`config.mk`:
```
export PLATFORM = sky130hd
export DESIGN_NAME = bmt_engine
export DESIGN_NICKNAME = d
export VERILOG_FILES = /design/src/rtl/bmt_pkg.sv /design/src/rtl/bmt_ptr.sv /design/src/rtl/bmt_seq.sv /design/src/rtl/bmt_engine.sv
export SDC_FILE = /design/constraint.sdc
export NUM_CORES = 1
export LEC_CHECK = 0
export ABC_AREA = 1
export ABC_CLOCK_PERIOD_IN_PS = 2600
export CORE_UTILIZATION = 30
export CTS_CLUSTER_SIZE = 30
export DETAILED_ROUTE_END_ITERATION = 7
export HOLD_SLACK_MARGIN = 0.03
export PLACE_DENSITY = 0.64
export SLEW_MARGIN = 20
export SYNTH_ARGS = -nofsm -noshare
export SYNTH_HDL_FRONTEND = slang
export SYNTH_SLANG_ARGS = --single-unit
```
`constraint.sdc`:
```
create_clock -name clk -period 2.6 [get_ports clk]
set_clock_uncertainty 0.05 [all_clocks]
set_input_delay 0.52 -clock clk [delete_from_list [all_inputs] [get_ports clk]]
set_output_delay 0.52 -clock clk [all_outputs]
set_load 0.03 [all_outputs]
```
`src/rtl/bmt_pkg.sv`:
```
package bmt_pkg;

  typedef enum logic [1:0] {
    XM_UP        = 2'd0,
    XM_DOWN      = 2'd1,
    XM_TO_PORT   = 2'd2,
    XM_FROM_PORT = 2'd3
  } xfer_mode_e;

  typedef enum logic [2:0] {
    ST_IDLE,
    ST_SETUP,
    ST_RD,
    ST_WR,
    ST_UPD,
    ST_FIN
  } seq_state_e;

  // Next pointer value after one byte, for source (is_src=1) or destination.
  function automatic logic [31:0] advance(input logic [31:0] p,
                                          input xfer_mode_e m,
                                          input logic is_src);
    logic [31:0] r;
    case (m)
      XM_UP:        r = p + 32'd1;
      XM_DOWN:      r = p - 32'd1;
      XM_TO_PORT:   r = is_src ? p + 32'd1 : p;
      default:      r = is_src ? p : p + 32'd1;
    endcase
    return r;
  endfunction

endpackage

```
`src/rtl/bmt_ptr.sv`:
```
module bmt_ptr
  import bmt_pkg::*;
#(
  parameter int AW     = 16,
  parameter bit IS_SRC = 1'b1
) (
  input  logic          clk,
  input  logic          rst_n,
  input  logic          load,
  input  logic [AW-1:0] load_val,
  input  logic          step,
  input  xfer_mode_e    mode,
  output logic [AW-1:0] ptr
);

  always_ff @(posedge clk) begin
    if (!rst_n)     ptr <= '0;
    else if (load)  ptr <= load_val;
    else if (step)  ptr <= AW'(advance(32'(ptr), mode, IS_SRC));
  end

endmodule

```
`src/rtl/bmt_seq.sv`:
```
module bmt_seq
  import bmt_pkg::*;
#(
  parameter int CW        = 16,
  parameter int SETUP_CYC = 6
) (
  input  logic          clk,
  input  logic          rst_n,
  input  logic          start,
  input  logic [CW-1:0] cnt_in,
  output logic          accept,
  output logic          rd_ev,
  output logic          wr_ev,
  output logic          upd_ev,
  output logic          fin_ev,
  output logic          busy,
  output logic [CW-1:0] cnt
);

  localparam int SW = $clog2(SETUP_CYC + 1);
  localparam logic [SW-1:0] SETUP_LAST = SW'(SETUP_CYC - 1);

  seq_state_e    state;
  logic [SW-1:0] setup_ctr;

  assign accept = start && (state == ST_IDLE);
  assign rd_ev  = (state == ST_RD);
  assign wr_ev  = (state == ST_WR);
  assign upd_ev = (state == ST_UPD);
  assign fin_ev = (state == ST_FIN);
  assign busy   = (state == ST_SETUP) || rd_ev || wr_ev || upd_ev;

  always_ff @(posedge clk) begin
    if (!rst_n) begin
      state     <= ST_IDLE;
      setup_ctr <= '0;
      cnt       <= '0;
    end else begin
      case (state)
        ST_IDLE: if (accept) begin
          state     <= ST_SETUP;
          setup_ctr <= '0;
          cnt       <= cnt_in;
        end
        ST_SETUP: begin
          setup_ctr <= setup_ctr + 1'b1;
          if (setup_ctr == SETUP_LAST)
            state <= (cnt == '0) ? ST_FIN : ST_RD;
        end
        ST_RD:  state <= ST_WR;
        ST_WR:  state <= ST_UPD;
        ST_UPD: begin
          cnt   <= cnt - 1'b1;
          state <= (cnt == CW'(1)) ? ST_FIN : ST_RD;
        end
        default: state <= ST_IDLE;
      endcase
    end
  end

endmodule

```
`src/rtl/bmt_engine.sv`:
```
module bmt_engine
  import bmt_pkg::*;
#(
  parameter int AW        = 16,
  parameter int DW        = 8,
  parameter int CW        = 16,
  parameter int SETUP_CYC = 6
) (
  input  logic          clk,
  input  logic          rst_n,
  input  logic          start,
  input  logic [1:0]    mode,
  input  logic [AW-1:0] src_in,
  input  logic [AW-1:0] dst_in,
  input  logic [CW-1:0] cnt_in,
  output logic [AW-1:0] mem_addr,
  output logic          mem_re,
  output logic          mem_we,
  output logic [DW-1:0] mem_wdata,
  input  logic [DW-1:0] mem_rdata,
  output logic          busy,
  output logic          done,
  output logic [AW-1:0] src_out,
  output logic [AW-1:0] dst_out,
  output logic [CW-1:0] cnt_out
);

  localparam int NPTR = 2;

  logic accept, rd_ev, wr_ev, upd_ev, fin_ev;
  xfer_mode_e    mode_q;
  logic [AW-1:0] ptr_init [NPTR];
  logic [AW-1:0] ptr_cur  [NPTR];

  always_ff @(posedge clk) begin
    if (!rst_n)      mode_q <= XM_UP;
    else if (accept) mode_q <= xfer_mode_e'(mode);
  end

  bmt_seq #(.CW(CW), .SETUP_CYC(SETUP_CYC)) u_seq (
    .clk(clk), .rst_n(rst_n), .start(start), .cnt_in(cnt_in),
    .accept(accept), .rd_ev(rd_ev), .wr_ev(wr_ev), .upd_ev(upd_ev),
    .fin_ev(fin_ev), .busy(busy), .cnt(cnt_out)
  );

  assign ptr_init[0] = src_in;
  assign ptr_init[1] = dst_in;

  for (genvar g = 0; g < NPTR; g++) begin : g_ptr
    bmt_ptr #(.AW(AW), .IS_SRC(g == 0)) u_ptr (
      .clk(clk), .rst_n(rst_n), .load(accept), .load_val(ptr_init[g]),
      .step(upd_ev), .mode(mode_q), .ptr(ptr_cur[g])
    );
  end

  assign src_out   = ptr_cur[0];
  assign dst_out   = ptr_cur[1];
  assign mem_re    = rd_ev;
  assign mem_we    = wr_ev;
  assign mem_addr  = wr_ev ? ptr_cur[1] : ptr_cur[0];
  assign mem_wdata = mem_rdata;
  assign done      = fin_ev;

endmodule

```
Yosys cells after proc, flatten, opt, wreduce, memory -nomap -nowiden --
Index checks and enable logic that the tools add are counted.
Cells by class: reductions and logical operators 17, eq/ne operators 12, multiplexer cells 16, add/sub/neg operators 6
Operators by type and width (number):
- $mux 16 | 6
- $pmux 16 s2 | 3
- $sub 16x1->16 const B | 3
- $add 16x1->16 const B | 2
- $eq 16x1->1 const B | 1
- $logic_not 16->1 | 1
- $mux 3 | 5
- $pmux 3 s5 | 1
- $reduce_and 2->1 | 5
- $eq 3x3->1 const B | 3
- $eq 3x2->1 const B | 2
- $ne 2x2->1 const B | 3
- $pmux 3 s2 | 1
- $reduce_bool 2->1 | 3
- $add 3x1->3 const B | 1
- $eq 3x1->1 const B | 1
- $logic_not 3->1 | 1
- $logic_or 1x1->1 | 3
- $reduce_bool 3->1 | 1
- $eq 2x1->1 const B | 1
- $eq 2x2->1 const B | 1
- $logic_not 2->1 | 1
- $reduce_or 2->1 | 1
- $logic_and 1x1->1 | 1
Word-level totals: bits in registers 56, output and inout port bits 76

Longest topological paths before layout --
Gate-level depths: netlist of run 1.
depth after elaboration 5, depth in mapped cells 17, depth with buffers taken out 16

By module --
From an unflattened synthesis of run 1, not the netlist that was laid out.
Unflattened totals: cells, all modules 866, area total of the unflattened synthesis 5365.1 um^2
Modules (own cells, without submodules):
- bmt_ptr at g_ptr[1].u_ptr | cells each 286, seq. area each 320.3 um^2, times used 1, area each 1754.2 um^2
- bmt_ptr at g_ptr[0].u_ptr | cells each 263, seq. area each 320.3 um^2, times used 1, area each 1657.8 um^2
- bmt_seq | cells each 246, seq. area each 440.4 um^2, times used 1, area each 1566.5 um^2
- bmt_engine | cells each 71, seq. area each 40.0 um^2, times used 1, area each 386.6 um^2

Worst setup path before layout of run 1 --
Ideal clock, no wire load.
kind register to register, start reg mode_q[0], end reg g_ptr[0].u_ptr.ptr[14], slack 0.318 ns, data arrival time 2.098 ns, path buffers 1, setup time 0.134 ns, cell stages (with the launch flop) 12, data required time 2.416 ns, cells stage by stage dfxtp_1 > buf_6 > inv_4 > fa_1 > o21ai_0 > nand3_1 > nand2_1 > nand3_1 > nand3_1 > nand3_1 > nand2_1 > a21oi_1
Between the ends: longest elaborated chain between the ends 5, elaborated cells on any way between the ends 9, those cells by class eq/ne (2); mux (3); reduce/logical (4)
Ends and longest elaborated chain:
- start: declaration | line bmt_engine.sv:31 | xfer_mode_e mode_q;
- start signal: assignment | line bmt_engine.sv:37 | else if (accept) mode_q <= xfer_mode_e'(mode);
- $eq 2x2->1 or $logic_not 2->1 (tied branches) | line bmt_pkg.sv:24 | case (m)
- $reduce_or 2->1 (no line)
- $pmux 16 s2 | line bmt_pkg.sv:24
- $mux 16 | line bmt_ptr.sv:19 | else if (step) ptr <= AW'(advance(32'(ptr), mode, IS_SRC));
- $mux 16 | line bmt_ptr.sv:18 | else if (load) ptr <= load_val;
- end signal: assignment | line bmt_ptr.sv:18
- end signal: assignment | line bmt_ptr.sv:19
- end: declaration | line bmt_ptr.sv:13 | output logic [AW-1:0] ptr
Several ways; a longest one is shown, not always the timed one. The select of a mux whose other input is x is not followed. A chain may end at the register's enable or synchronous reset.

Final worst setup path of run 1 --
start reg u_seq.state[0], end out mem_addr[15]
Between the ends: longest elaborated chain between the ends 2
Ends and longest elaborated chain:
- start: declaration | line bmt_seq.sv:23 | seq_state_e state;
- start signal: assignment | line bmt_seq.sv:48 | state <= (cnt == '0) ? ST_FIN : ST_RD;
- start signal: assignment | line bmt_seq.sv:54 | state <= (cnt == CW'(1)) ? ST_FIN : ST_RD;
- $eq 3x2->1 | line bmt_seq.sv:28 | assign wr_ev = (state == ST_WR);
- $mux 16 | line bmt_engine.sv:60 | assign mem_addr = wr_ev ? ptr_cur[1] : ptr_cur[0];
- end: declaration | line bmt_engine.sv:16 | output logic [AW-1:0] mem_addr,
Every way passes these cells.

==> impl_metrics.toml, run 1 <==
[logic_synthesis]
synth_nets = 860
yosysMostFrequentCell = "nand2_1"
yosysSeqAreaShare_pct = 23.4
syn_avg_cell_area_um2 = 6.14
synthTopCellsByArea = "dfxtp_1 (23%), nand2_1 (15%), a21oi_1 (8.7%)"
synth.largest_area_cell = "dfxtp_1"
synth_top_area_share_pct = 23.4
ys_types = 47
ys.flop_type = "dfxtp_1"
syn-cell-area_mm2 = 0.00479
yosys_warnings = 0
synth-seq-cells = 56
ys_async_sr_fraction_pct = 0
synthCells = 780
ys_top_cells_by_count = "nand2_1 (193), inv_1 (84), a21oi_1 (83)"
synth_edf_count = 0

[critical_path]
arrival_ns = 1.90
start_kind = "flip-flop"
rrSetupSlack_ns = 0.33
cpMaxStageDelayCell = "clkdlybuf4s50_1"
cp_data_required_time_ns = 2.03
crit_type = "flip-flop to output pin"
r2r_start = "mode_q[1]"
path_cells = "inv_1, nor3_2, nand2_1, nand2_1, clkdlybuf4s50_1"
timing.rr.end = "g_ptr[1].u_ptr.ptr[12]"
cp_max_fo = 4
cp-end-kind = "output pin"
crit_top_cell = "nand2_1"
reg2reg_depth = 12
cpPeakStageDelay_ns = 0.68

[placement]
gp_congestion = 0.881
dp_slack_ns = 0.321
dpl.hpwl_mm = 12.4
port_buffers = 120
dpl.cell_count = 1098

[cells_and_area]
fillers = 1662
ff_latch_area_mm2 = 0.00112
multi_input_area_mm2 = 0.00311
fin_cells = 1106
drive_gt1_share_pct = 8.72
area_delta_synth_final_pct = 31.9
antenna_cells = 0
nets = 974

[clocking]
cts_max_level = 2
clockBufferDepth = 2
cts_tree = "yes"
cts_setup_buffers = 0
numCtsBuffers = 5
clk_latency_ns = 0.30
clk_pin_slew_worst_paths_ns = 0.07
cts_root_buf = "clkbuf_16"
clock-sinks = 56
ctsHoldBuffers = 0

[floorplanning]
rows = 45
die_x_um = 128
initial_core_util_pct = 31.1
die_h_um = 128
pin_count = 137
core_area_mm2 = 0.0154
dieArea_mm2 = 0.0165

[timing]
hold_viol_final = 0
rsz0062_at_grt = "no"
fmax_ghz = 0.405
setup_viol = 0
fin_ws_ns = 0.128
setup_tns_ns = 0
max_slew.worst_pin.slew_ns = 0.515
period_share_pct = 95.1
min_period_ns = 2.47
maxSlewViolCount = 0
slew_headroom_pct = 65.4

[detailed_routing]
routed_via_density = 4.88
drt_first_iter_violations = 264
wirelength_mm = 15.9
vias = 5400
wl_per_cell_um = 14.4
drtAntennaViolNets = 0
drc = 0
first_pass_iters = 5

[global_routing]
antenna_found_initial = 0
met2_usage_pct = 31.5
grt_pass1_vias = 4959
grt_util_all_layers_pct = 19.2
gr-usage-met1_pct = 26.0
use_met3_pct = 4.22
grt_remaining_overflow = 0
grt.busiest_layer = "met2"
grt_max_degree = 29
grt_first_pass_wirelength_mm = 25.1

[power]
finalPower_mw = 6.91
p_leak_nw = 2.86
power_per_cell_area_mw_per_mm2 = 1090
vdd_drop_max_v = 0.000546

[run]
cap_violations = 0

[min_path]
hold_end = "u_seq.setup_ctr[1]"
hp-start = "u_seq.setup_ctr[1]"
min_path_type = "flip-flop to flip-flop"
worstHoldPathCells = 2

[outcome]
status = "finished, final reports clean"
[cell families after synthesis]
family,Yosys count,synth area share (%)
compound gates,188,21.9
xor+xnor,23,4.21
fa+ha+maj,19,5.12
buf+inv,124,11.6
flops,56,23.4
simple gates,370,33.7
[layer usage]
layer | part of all wire, % | vias up | wire length, µm
met4 | 0.56 | 0 | 89
li1 | - | 2789 | -
met3 | 7.7 | 7 | 1230
met5 | 0 | - | 0
met1 | 47 | 2435 | 7460
met2 | 45 | 169 | 7120
[worst max-delay path by stage]
| stage | from | endpoint | slack (ns) | cells after the start |
|---|---|---|---|---|
| 2_1_floorplan | mode_q[0] | g_ptr[0].u_ptr.ptr[14] | 0.32 | 11 |
| 3_3_place_gp | start | g_ptr[0].u_ptr.ptr[1] | 0.36 | 7 |
| 3_5_place_dp | start | g_ptr[0].u_ptr.ptr[1] | 0.32 | 7 |
| 4_1_cts | u_seq.state[0] | mem_addr[15] | 0.03 | 5 |
| 5_1_grt | u_seq.state[0] | mem_addr[9] | 0.01 | 6 |
| 6_report | u_seq.state[0] | mem_addr[15] | 0.13 | 5 |
[area by class of cell]
cell class / count / area share (%)
clock buffers: 7 / 2.26
repair buffers: 142 / 21.0
inverters: 89 / 5.37
clock inverters: 1 / 0.119
flip-flops and latches: 56 / 17.8
multi-input cells: 600 / 49.3
well taps: 211 / 4.18
[placed cells by master, fill, tap and decap left out, types with 2 or more instances in the layout]
| master | netlist | final |
|---|---|---|
| a31oi_1 | 7 | 7 |
| nand3b_1 | 3 | 3 |
| xor2_1 | 17 | 17 |
| a221oi_1 | 2 | 2 |
| o21ai_2 | 2 | 2 |
| a41oi_1 | 7 | 7 |
| nand2_4 | 2 | 2 |
| clkdlybuf4s50_1 | 0 | 104 |
| nor2_2 | 2 | 2 |
| a21oi_2 | 2 | 2 |
| xnor2_1 | 6 | 6 |
| o21bai_1 | 2 | 2 |
| o21ai_0 | 68 | 68 |
| a21o_1 | 3 | 3 |
| nor2_1 | 81 | 81 |
| clkbuf_16 | 0 | 5 |
| nand3_1 | 54 | 54 |
| or2_2 | 2 | 2 |
| nand3_2 | 2 | 2 |
| inv_1 | 84 | 84 |
| nor2_8 | 2 | 2 |
| nand2_1 | 193 | 193 |
| ha_1 | 18 | 18 |
| inv_4 | 2 | 2 |
| inv_2 | 3 | 3 |
| dfxtp_1 | 56 | 56 |
| nand4_1 | 6 | 6 |
| o221ai_1 | 2 | 2 |
| nand2_2 | 9 | 9 |
| a21oi_1 | 83 | 83 |
| o21ai_1 | 2 | 2 |
| nor3_1 | 11 | 10 |
| a211oi_1 | 2 | 2 |
| buf_4 | 11 | 38 |
[what timing repair did]
action / 4_1_cts / 5_1_grt
endpoints found under the setup margin: 0 / 10
gates resized for setup: 0 / 1
hold endpoints to repair: 0 / 0
[per-stage QoR]
step                hold WS [ns]  instance area [µm²]  util, %
finish                     0.437                 6310     41.1
global route               0.464                 6310     41.1
CTS                        0.437                 6310     41.1
detailed placement         0.426                 6160     40.1
global placement           0.425                 6160     40.1
floorplan                  0.407                 4790        -
[state kept, by name, indices dropped and copies added (netlist names)]
register,cells
u_seq.setup_ctr,3
u_seq.state,3
u_seq.cnt,16
g_ptr.u_ptr.ptr,32
mode_q,2
[where the power goes]
group / internal [mW] / switching (mW) / leakage, nW / total [mW]
Sequential: 1.13 / 0.363 / 0.461 / 1.49
Clock: 0.386 / 0.331 / 0.0701 / 0.716
Combinational: 1.69 / 3.01 / 2.33 / 4.70
Total: 3.21 / 3.70 / 2.86 / 6.91
[worst max-delay path: cells and delay by family, from the launching register on]
| kind | cells | cell delay, ns |
|---|---|---|
| buf+inv | 2 | 0.76 |
| flops | 1 | 0.38 |
| simple gates | 3 | 0.46 |
No activity file was read; power rests on OpenSTA's default activity.
==> run 2: changes to the inputs <==
--- a/config.mk
+++ b/config.mk
@@ -7,6 +7,7 @@
 export LEC_CHECK = 0
 export ABC_AREA = 1
 export ABC_CLOCK_PERIOD_IN_PS = 2600
+export CORE_MARGIN = 8
 export CORE_UTILIZATION = 30
 export CTS_CLUSTER_SIZE = 30
 export DETAILED_ROUTE_END_ITERATION = 7
==> impl_metrics.toml, run 2 (synthesis gave the netlist of run 1 again) <==
[outcome]
status = "finished, final reports clean"

[timing]
maxSlewViolCount = 0
hold_slack_ns = 0.434
min_period_ns = 2.48
fin_ws_ns = 0.117
slew_headroom_pct = 65.7
period_share_pct = 95.5
rsz0062_at_grt = "no"
setup_tns_ns = 0
hold_viol_final = 0
max_slew.worst_pin.slew_ns = 0.510
setup_viol = 0
fmax_ghz = 0.403

[cells_and_area]
drive_gt1_share_pct = 8.42
fillers = 1728
largest_reg_flops = 32
fin_util_pct = 40.0
top_regs = "g_ptr.u_ptr.ptr (32), u_seq.cnt (16)"
post-route-cell-area_mm2 = 0.00631
nets = 971
mostFrequentLayoutCells = "nand2_1 (193), clkdlybuf4s50_1 (104), inv_1 (84)"
final_common_cell = "nand2_1"
area_delta_synth_final_pct = 31.9
fin_cells = 1107
antenna_cells = 0
largest-register = "g_ptr.u_ptr.ptr"

[clocking]
clk_pin_slew_worst_paths_ns = 0.07
clockBufferDepth = 2
cts_setup_buffers = 0
clock-sinks = 56
cts_tree = "yes"
cts_max_level = 2
numCtsBuffers = 5
clk_latency_ns = 0.30
cts_root_buf = "clkbuf_16"
ctsHoldBuffers = 0

[global_routing]
grt_remaining_overflow = 0
grt_pass1_vias = 5124
grt_util_all_layers_pct = 16.1
grt_max_degree = 38
grt_first_pass_wirelength_mm = 26.4
antenna_found_initial = 0

[detailed_routing]
drtAntennaViolNets = 0
first_pass_iters = 5
routed_via_density = 4.88
wl_per_cell_um = 15.1
drt_first_iter_violations = 360
wirelength_mm = 16.7
vias = 5404
drc = 0

[critical_path]
cpLargestDelayFamily = "buffers and inverters"
cpMaxStageDelayCell = "clkdlybuf4s50_1"
cpPeakStageDelay_ns = 0.69
cp_data_required_time_ns = 2.03
arrival_ns = 1.91
crit_type = "flip-flop to output pin"
path_cells = "inv_1, nor3_2, nand2_1, nand2_1, clkdlybuf4s50_1"
reg2reg_depth = 15
path_buf_inv = 2
cp_max_fo = 4
cp-end-kind = "output pin"
start_kind = "flip-flop"
crit_top_cell = "nand2_1"
crit_cells = 5

[run]
cap_violations = 0

[placement]
dpl.hpwl_mm = 13.0
post_dp_cell_area_mm2 = 0.00617
dpl.cell_count = 1100
dp_slack_ns = 0.272
port_buffers = 120
gp_congestion = 0.928

[floorplanning]
die_x_um = 142
dieArea_mm2 = 0.0203
core_area_mm2 = 0.0158
die_h_um = 142
initial_core_util_pct = 30.4
pin_count = 137
rows = 46

[min_path]
worstHoldPathCells = 2
min_path_type = "flip-flop to flip-flop"

[power]
finalPower_mw = 6.93
power_per_cell_area_mw_per_mm2 = 1100
vdd_drop_max_v = 0.000590
p_leak_nw = 2.85
[run 2: worst register-to-register path, cell delays in order, from the launching register on]
cell      delay [ns]
dfxtp_1         0.37
inv_2           0.24
nand2_4         0.07
nand2_1         0.09
nand2_1         0.07
inv_1           0.05
ha_1            0.12
inv_1           0.05
nand2_1         0.08
nand3_1         0.10
o21bai_1        0.32
nand3_1         0.18
nand3_1         0.12
nand3_1         0.11
nand2_1         0.10
a21oi_2         0.05
[run 2: per-layer routing]
| layer | vias up | routed length, µm | global-route usage, % | part of all wire (%) |
|---|---|---|---|---|
| li1 | 2791 | - | - | - |
| met1 | 2412 | 7570 | 20.4 | 45 |
| met2 | 189 | 7480 | 26.4 | 45 |
| met3 | 12 | 1520 | 5.23 | 9.1 |
| met4 | 0 | 168 | 2.91 | 1.0 |
| met5 | - | 0 | 0 | 0 |
[run 2: what timing repair did]
action,4_1_cts,5_1_grt
gates cloned,0,0
setup endpoints to repair,1,11
pin swaps,0,0
resized for setup,1,2
[run 2: worst paths after layout]
| path | startpoint | endpoint | slack, ns |
|---|---|---|---|
| setup / recovery | u_seq.state[0] | mem_addr[15] | 0.12 |
| hold / removal | u_seq.setup_ctr[1] | u_seq.setup_ctr[1] | 0.43 |
| setup reg to reg | mode_q[1] | g_ptr[1].u_ptr.ptr[12] | 0.33 |
| hold reg to reg | u_seq.setup_ctr[1] | u_seq.setup_ctr[1] | 0.43 |
[run 2: power by group]
group	switching [mW]	internal, mW	total, mW
clock	0.338	0.357	0.695
combinational	3.04	1.71	4.75
sequential	0.356	1.13	1.49
[run 2: layout make-up]
cell class | count | area (µm²) | share of cell area (%)
timing repair buffer | 139 | 1330 | 21.0
clock buffer | 5 | 125 | 1.98
sequential | 56 | 1120 | 17.8
multi-input combinational | 600 | 3110 | 49.3
tap | 216 | 270 | 4.28
inverter | 89 | 339 | 5.37
clock inverter | 2 | 16.3 | 0.258
==> run 3: changes to the inputs <==
--- a/config.mk
+++ b/config.mk
@@ -7,11 +7,14 @@
 export LEC_CHECK = 0
 export ABC_AREA = 1
 export ABC_CLOCK_PERIOD_IN_PS = 2600
+export CAP_MARGIN = 5
 export CORE_MARGIN = 8
 export CORE_UTILIZATION = 30
 export CTS_CLUSTER_SIZE = 30
 export DETAILED_ROUTE_END_ITERATION = 7
+export GPL_ROUTABILITY_DRIVEN = 0
 export HOLD_SLACK_MARGIN = 0.03
+export MAX_ROUTING_LAYER = met4
 export PLACE_DENSITY = 0.64
 export SLEW_MARGIN = 20
 export SYNTH_ARGS = -nofsm -noshare
==> impl_metrics.toml, run 3 (synthesis gave the netlist of run 1 again) <==
[outcome]
status = "finished, final reports clean"

[timing]
setup_tns_ns = 0
hold_viol_final = 0
period_share_pct = 95.4
rsz0062_at_grt = "no"
fin_ws_ns = 0.121
slew_headroom_pct = 66.2
min_period_ns = 2.48
maxSlewViolCount = 0
setup_viol = 0
fmax_ghz = 0.403
max_slew.worst_pin.slew_ns = 0.503

[detailed_routing]
first_pass_iters = 5
highest_layer = "met4"
drt_first_iter_violations = 345
wl_per_cell_um = 15.1
routed_via_density = 4.89
vias = 5415
wl_met2_mm = 7.44
dr_wl_met3_mm = 1.30
wirelength_mm = 16.7
drt-met1-wl_mm = 7.85
drtAntennaViolNets = 0
drc = 0

[clocking]
clock-sinks = 56
clockBufferDepth = 2
ctsHoldBuffers = 0
cts_tree = "yes"
cts_max_level = 2
clk_latency_ns = 0.30
clk_pin_slew_worst_paths_ns = 0.07
cts_root_buf = "clkbuf_16"
numCtsBuffers = 5

[critical_path]
arrival_ns = 1.91
cp-end-kind = "output pin"
crit_type = "flip-flop to output pin"
r2r_start = "mode_q[1]"
start_kind = "flip-flop"
cp_data_required_time_ns = 2.03
reg2reg_depth = 14
cp_max_fo = 22
crit_start = "u_seq.state[0]"

[floorplanning]
die_h_um = 142
core_area_mm2 = 0.0158
die_x_um = 142
pin_count = 137
rows = 46
initial_core_util_pct = 30.4
dieArea_mm2 = 0.0203

[cells_and_area]
largest-register = "g_ptr.u_ptr.ptr"
mostFrequentLayoutCells = "nand2_1 (193), clkdlybuf4s50_1 (104), inv_1 (84)"
antenna_cells = 0
ff_latch_area_mm2 = 0.00112
top_regs = "g_ptr.u_ptr.ptr (32), u_seq.cnt (16)"
largest_reg_flops = 32
nets = 971
fillers = 1688
multi_input_area_mm2 = 0.00311
area_delta_synth_final_pct = 32.1
final_common_cell = "nand2_1"
drive_gt1_share_pct = 8.41

[min_path]
hp-start = "u_seq.setup_ctr[1]"
worstHoldPathCells = 2
min_path_type = "flip-flop to flip-flop"

[global_routing]
grt_max_degree = 38
grt_pass1_vias = 5037
grt_first_pass_wirelength_mm = 26.1
grt_remaining_overflow = 0
grt_util_all_layers_pct = 16.4
antenna_found_initial = 0

[placement]
dp_slack_ns = 0.298
port_buffers = 120
dpl.hpwl_mm = 12.9

[power]
p_switching_mw = 3.73
p_leak_nw = 2.86
combinationalPowerShare_pct = 68.3
power_per_cell_area_mw_per_mm2 = 1100
vdd_drop_max_v = 0.000450
switching_share_pct = 53.6
power.share.clock_pct = 10.3
finalPower_mw = 6.95
p_seq_share_pct = 21.4
internal-power_mw = 3.22

[run]
cap_violations = 0
==> run 3: changes by cell type in the layout (fill, tap and decap cells not counted), sizes merged <==
cell,change
inv,-1
clkbuf,+2
==> run 3: power by group through the flow <==
stage | Combinational [mW] | Sequential, mW | Clock (mW)
2_1_floorplan | 2.82 | 1.87 | 0
3_3_place_gp | 4.71 | 1.51 | 0
3_5_place_dp | 4.74 | 1.50 | 0
4_1_cts | 4.76 | 1.49 | 0.735
5_1_grt | 5.25 | 1.53 | 0.770
6_report | 4.75 | 1.49 | 0.719
==> run 3: worst paths after layout <==
check	end	slack, ns
hold reg to reg	u_seq.setup_ctr[1]	0.44
setup reg to reg	g_ptr[1].u_ptr.ptr[12]	0.34
hold / removal	u_seq.setup_ctr[1]	0.44
setup / recovery	mem_addr[9]	0.12
==> run 3: what timing repair did <==
action,4_1_cts,5_1_grt
resized for setup,0,1
endpoints found under the setup margin,0,12
buffers inserted,0,0
==> run 3: cell type report <==
class	instances	share of cell area, %
sequential	56	17.7
clock buffer	7	2.26
inverter	89	5.36
tap	216	4.27
clock inverter	1	0.119
timing repair buffer	139	21.0
multi-input combinational	600	49.2
==> run 3: metal layers <==
metal	track usage, %	vias up
li1	-	2792
met5	-	-
met2	25.6	178
met3	3.89	8
met4	2.29	0
met1	21.5	2437
==> run 3: per-stage QoR <==
step / cell area [µm²] / util, % / instances / hold slack (ns)
floorplan: 4790 / - / 780 / 0.407
global placement: 6170 / 39.1 / 1100 / 0.421
detailed placement: 6170 / 39.1 / 1100 / 0.431
CTS: 6320 / 40.1 / 1108 / 0.445
global route: 6320 / 40.1 / 1108 / 0.457
finish: 6320 / 40.1 / 1108 / 0.437
==> run 3: critical path, stage by stage, from the launching register on <==
cell and delay, ns:
dfxtp_1 0.39, inv_1 0.08, nor3_2 0.26, inv_1 0.09, buf_4 0.21, o21ai_0 0.35, buf_4 0.24
